File: src/rtl/fetch_pkg.sv
package fetch_pkg;
  localparam int WORD_W   = 32;
  localparam int IMM_W    = 16;
  localparam int TGT_W    = 26;
  localparam int ALIGN_W  = 2;

  typedef enum logic [1:0] {
    NXT_SEQ  = 2'd0,
    NXT_BR   = 2'd1,
    NXT_JUMP = 2'd2
  } nxt_sel_e;
endpackage

File: src/rtl/fetch_pc_reg.sv
module fetch_pc_reg #(
  parameter int AW = 32
) (
  input  logic          clk,
  input  logic          rst,
  input  logic [AW-1:0] pc_nxt,
  output logic [AW-1:0] pc_q
);
  always_ff @(posedge clk) begin
    if (rst) pc_q <= '0;
    else     pc_q <= pc_nxt;
  end

  // the stored PC always stays word aligned
  a_r8_word_aligned: assert property (@(posedge clk) disable iff (rst)
    pc_q[1:0] == 2'b00);
endmodule

File: src/rtl/fetch_next_pc.sv
module fetch_next_pc
  import fetch_pkg::*;
#(
  parameter int AW = 32
) (
  input  logic             [AW-1:0] pc,
  input  logic                      br_en,
  input  logic                      jmp_en,
  input  logic                      zero,
  input  logic          [IMM_W-1:0] imm16,
  input  logic          [TGT_W-1:0] jtarget,
  output logic             [AW-1:0] pc_nxt
);
  localparam int EXT_W = AW - IMM_W - ALIGN_W;
  localparam int HI_W  = AW - TGT_W - ALIGN_W;

  logic [AW-1:0] seq_pc;
  logic [AW-1:0] br_off;
  logic [AW-1:0] br_pc;
  logic [AW-1:0] jmp_pc;
  nxt_sel_e      sel;

  assign seq_pc = pc + {{(AW-3){1'b0}}, 3'd4};
  assign br_off = {{EXT_W{imm16[IMM_W-1]}}, imm16, {ALIGN_W{1'b0}}};
  assign br_pc  = seq_pc + br_off;
  assign jmp_pc = {seq_pc[AW-1 -: HI_W], jtarget, {ALIGN_W{1'b0}}};

  // jump has priority; the branch path needs both the flag and zero
  always_comb begin
    if (jmp_en)              sel = NXT_JUMP;
    else if (br_en && zero)  sel = NXT_BR;
    else                     sel = NXT_SEQ;
  end

  always_comb begin
    unique case (sel)
      NXT_JUMP: pc_nxt = jmp_pc;
      NXT_BR:   pc_nxt = br_pc;
      default:  pc_nxt = seq_pc;
    endcase
  end
endmodule

File: src/rtl/fetch_imem.sv
module fetch_imem #(
  parameter int IDX_W = 6,
  parameter int DW    = 32
) (
  input  logic             clk,
  input  logic             wr_en,
  input  logic [IDX_W-1:0] wr_idx,
  input  logic    [DW-1:0] wr_data,
  input  logic [IDX_W-1:0] rd_idx,
  output logic    [DW-1:0] rd_data
);
  localparam int DEPTH = 1 << IDX_W;

  logic [DW-1:0] mem [DEPTH];

  always_ff @(posedge clk) begin
    if (wr_en) mem[wr_idx] <= wr_data;
  end

  assign rd_data = mem[rd_idx];
endmodule

File: src/rtl/fetch_pc_unit.sv
module fetch_pc_unit
  import fetch_pkg::*;
#(
  parameter int IDX_W = 6
) (
  input  logic                 clk,
  input  logic                 rst,
  input  logic                 br_en,
  input  logic                 jmp_en,
  input  logic                 zero,
  input  logic     [IMM_W-1:0] imm16,
  input  logic     [TGT_W-1:0] jtarget,
  input  logic                 ld_valid,
  output logic                 ld_ready,
  input  logic     [IDX_W-1:0] ld_idx,
  input  logic    [WORD_W-1:0] ld_word,
  output logic    [WORD_W-1:0] pc,
  output logic    [WORD_W-1:0] instr
);
  localparam int AW    = WORD_W;
  localparam int EXT_W = AW - IMM_W - ALIGN_W;
  localparam int HI_W  = AW - TGT_W - ALIGN_W;

  logic [AW-1:0] pc_nxt;
  logic          ld_fire;

  assign ld_ready = rst;
  assign ld_fire  = ld_valid && ld_ready;

  fetch_next_pc #(.AW(AW)) u_nxt (
    .pc      (pc),
    .br_en   (br_en),
    .jmp_en  (jmp_en),
    .zero    (zero),
    .imm16   (imm16),
    .jtarget (jtarget),
    .pc_nxt  (pc_nxt)
  );

  fetch_pc_reg #(.AW(AW)) u_pc (
    .clk    (clk),
    .rst    (rst),
    .pc_nxt (pc_nxt),
    .pc_q   (pc)
  );

  fetch_imem #(.IDX_W(IDX_W), .DW(WORD_W)) u_mem (
    .clk     (clk),
    .wr_en   (ld_fire),
    .wr_idx  (ld_idx),
    .wr_data (ld_word),
    .rd_idx  (pc[IDX_W+1:ALIGN_W]),
    .rd_data (instr)
  );

  // without branch or jump the PC steps by one word, zero ignored
  a_r2_sequential: assert property (@(posedge clk) disable iff (rst)
    (!jmp_en && !br_en) |=> (pc == $past(pc) + 32'd4));

  // taken branch adds the word-scaled offset to the sequential address
  a_r3_branch_taken: assert property (@(posedge clk) disable iff (rst)
    (!jmp_en && br_en && zero) |=>
      (pc == $past(pc) + 32'd4 +
             {{EXT_W{$past(imm16[IMM_W-1])}}, $past(imm16), 2'b00}));

  // branch flag with zero low falls through
  a_r4_branch_not_taken: assert property (@(posedge clk) disable iff (rst)
    (!jmp_en && br_en && !zero) |=> (pc == $past(pc) + 32'd4));

  // a jump fixes the low bits from the target whatever the branch inputs
  a_r6_jump_target: assert property (@(posedge clk) disable iff (rst)
    jmp_en |=> (pc[AW-HI_W-1:0] == {$past(jtarget), 2'b00}));

  // the region bits come from the incremented PC
  a_r6_jump_region: assert property (@(posedge clk) disable iff (rst)
    jmp_en |=> ((pc >> (AW-HI_W)) == (($past(pc) + 32'd4) >> (AW-HI_W))));
endmodule

File: config.mk
export PLATFORM = sky130hd
export DESIGN_NAME = fetch_pc_unit
export DESIGN_NICKNAME = d
export VERILOG_FILES = /design/src/rtl/fetch_pkg.sv /design/src/rtl/fetch_pc_reg.sv /design/src/rtl/fetch_next_pc.sv /design/src/rtl/fetch_imem.sv /design/src/rtl/fetch_pc_unit.sv
export SDC_FILE = /design/constraint.sdc
export NUM_CORES = 2
export LEC_CHECK = 0
export ABC_AREA = 1
export ABC_CLOCK_PERIOD_IN_PS = 15050
export BUFFER_PORTS_ARGS = -buffer_cell sky130_fd_sc_hd__buf_2
export CAP_MARGIN = 25
export CORE_ASPECT_RATIO = 1.5
export CORE_MARGIN = 1
export CORE_UTILIZATION = 59
export CTS_BUF_LIST = sky130_fd_sc_hd__clkbuf_4 sky130_fd_sc_hd__clkbuf_8 sky130_fd_sc_hd__clkbuf_16
export DETAILED_ROUTE_END_ITERATION = 8
export PLACE_DENSITY = 0.76
export SYNTH_ARGS = -nofsm -noshare
export SYNTH_HDL_FRONTEND = slang
export SYNTH_SLANG_ARGS = --single-unit
File: constraint.sdc
create_clock -name clk -period 15.05 [get_ports clk]
set_input_delay 2.2575 -clock clk [delete_from_list [all_inputs] [get_ports clk]]
set_output_delay 2.2575 -clock clk [all_outputs]
set_load 0.1 [all_outputs]
==> metrics.txt <==
Placer Congestion=0.943; post-cts resize count=0; Post-synth EDFFs=just over 2k; number of antenna-violating nets in the routed design=0; top-area cell type share of the netlist area=between 70% and 80%; DRC violations left=0; data required time at the worst endpoint=12790 ps; commonest non-fill, non-tap cell in the layout=edfxtp_1; root buf cell=clkbuf_16; peak per-stage delay on the critical path=a little under 900 ps; overflow left after global routing=0; vertical die dimension=468 microns; share of cells above drive strength 1=9.17%; Std-Cell Rows=170; Fmax achieved=120 MHz; launching element type of the critical path=flop; clock skew after layout=13.6 ps; NetSw=3.16 mW; crit-path cells=buf_12 -> buf_4 -> buf_4 -> o21ai_0 -> o22ai_1 -> nand2_1 -> nand3_1 -> nand3_1 -> nand2_1 -> nand2_1 -> nand2_1 -> buf_2; final hold viol count=0; buffers from clock root to sink, at most=3; main area contributors after synthesis=edfxtp_1 72%, o21ai_0 5.4%, nor2_1 4.9%; core area=0.143 sq mm; length of the first detailed-routing pass in iterations=6; synthesized area=about 0.085 sq mm; fin area=roughly 0.094 sq mm; CP Class=reg -> out; maximum number of pins on one net before global-route repair=212; TritonCTS clock tree=yes; TritonCTS Buffers=175; final sum of negative setup slack=0 ps; Die Area=0.146 sq mm; count of fill cells added during filler insertion=around 10k; First DRT Iteration DRCs=9325; number of nets in the layout=7277; post-detailed-route via-to-cell ratio=6.51; via count of the first global-routing pass=57.3k; reg2reg start=u_pc.pc_q[6]; number of buffers added on ports=148; footprint of the flip-flops and latches=0.0621 sq mm; antenna violations before repair=14; starting density of the core=59.6%; share of the cycle needed by the critical path after routing=55.3%; worst ir drop on vdd=0.109 mV; Seq cells post-synth=2078; cell at the slowest stage of the critical path=buf_4; Worst Path Max Fanout=around 200; Setup Buffers After CTS=0; Pwr Total=between 10 and 15 mW; portion of total power attributed to sequential cells=52.1%; GRT Util Overall=33.5%; share of async-settable or async-resettable flops after synthesis=0%; total count of max-transition violations in the final report=0; setup-violating endpoint count in the final report=0; path type of the worst min-delay path=reg -> reg; number of distinct library cells after synthesis=38; register clock-pin slew on the reported worst setup and hold paths=roughly 70 ps; estimated wirelength of the detail-placed design=~130 mm; proportion of power drawn by combinational gates=11.2%; result of the run=completed; die width=313 microns; data arrival at the endpoint of the critical path=6070 ps; switching portion of total power=25.7%; sequential area share after synthesis=72.7%; dpl cell area=0.0880 sq mm; Top cell by count, worst path=nand2_1; RSZ-0062 raised after global routing=false; Worst Hold Launch=u_pc.pc_q[9]; synthesized area divided by synthesized cell count=about 12 sq um; H-tree depth=4; wire length of the first global-routing pass=360 mm; wire per inst=between 20 and 30 microns; power per standard cell area=131 mW/mm^2; WL final=249 mm; hold buffer count at CTS=0; clock period minus final worst setup slack=8320 ps; top flip-flop cell by instance count after synthesis=edfxtp_1; Syn. warnings=0; kind of capture point of the worst setup path=output pin; number of cells produced by synthesis=slightly above 7k; Int Power=~9.1 mW; multi-input gate area in the final layout=0.0207 sq mm; routed vias=59.9k; clock latency on the worst-skew pair=830 ps; biggest area consumer among synthesized cells=edfxtp_1; Crit. Startpoint=u_pc.pc_q[2]; leak pwr=32.2 nW; clock net sink count=roughly 2.1k; Top-Level Pins=151; commonest cells after routing, fill and taps aside=2048 x edfxtp_1, 1112 x nand2_1, 1063 x nor2_1; slew at the pin with the worst max-slew slack=1120 ps; number of violations of the max-capacitance limit=0; relative contribution of the clock network to total power=a little under two fifths; max-slew headroom at the worst pin=about a quarter; area overhead of the layout relative to synthesis=9.83%
-- synthesized netlist by cell type (all sizes together), types with 20 or more instances --
master / number
edfxtp: 2048
nor2: 1123
nand2: 1113
o21ai: 1013
o22ai: 489
nand3: 469
clkbuf: 252
buf: 213
inv: 199
a21oi: 66
ha: 35
dfxtp: 30
nand4: 20
-- cells by family (layout without fill, tap and decap cells) --
kind of cell,count (synthesis),count (layout),share of synthesized area (%)
buffers and inverters,666,815,3.66
flip-flops,2078,2078,72.7
AO/OA/AOI/OAI,1589,1589,10.1
AND/OR/NAND/NOR,2759,2759,13.0
other,1,15,0.00439
XOR/XNOR,9,9,0.0922
adder cells (fa/ha/maj),36,36,0.536
-- registers in the layout, indices dropped and copies added (netlist names) --
| signal | flops |
|---|---|
| u_mem.mem | 2048 |
| u_pc.pc_q | 30 |
-- final timing paths --
| check | endpoint | slack (ps) | depth (start not counted) |
|---|---|---|---|
| max | instr[8] | 6730 | 12 |
| min | u_pc.pc_q[9] | 680 | 3 |
| max reg2reg | u_pc.pc_q[29] | 10330 | 17 |
| min reg2reg | u_pc.pc_q[9] | 680 | 3 |
-- cell type report --
type | count | area share, %
well taps | 1892 | 2.52
multi-input cells | 4395 | 22.1
clock buffers | 215 | 5.00
clock inverters | 95 | 1.01
flip-flops and latches | 2078 | 66.2
diodes | 13 | 0.0347
repair buffers | 304 | 2.35
inverters | 201 | 0.834
-- worst max-delay path: cells and delay by family, from the launching register on --
kind            cells  cell delay (ps)
compound gates      2              460
buf+inv             4             2820
flops               1              860
simple gates        6              870
-- power groups by stage --
| stage | Combinational (mW) | Sequential, mW | Clock, mW |
|---|---|---|---|
| 6_report | 1.37 | 6.41 | 4.51 |
| 5_1_grt | 1.46 | 6.41 | 4.72 |
| 4_1_cts | 1.33 | 6.41 | 4.53 |
| 3_5_place_dp | 1.32 | 6.54 | 0 |
| 3_3_place_gp | 1.29 | 6.54 | 0 |
| 2_1_floorplan | 0.864 | 6.56 | 0 |
-- metrics by stage --
step           std cells  utilization, %  hold WS (ps)  worst slack [ps]
6_report            9193            65.5           680              6730
5_1_grt             9181            65.5           700              6540
4_1_cts             9169            65.3           680              6870
3_5_place_dp        8859            61.4           667              7790
3_3_place_gp        8851            61.3           656              7860
2_1_floorplan       7139               -          1080              8710
-- per-layer routing --
metal | global-route usage, % | up-vias | wire (microns)
met5 | 0 | - | 51
met4 | 20.6 | 8 | 16200
met3 | 6.23 | 782 | 28600
met2 | 54.9 | 4309 | 120000
met1 | 41.4 | 29000 | 84600
li1 | - | 25800 | -
No activity file was read; power rests on OpenSTA's default activity.
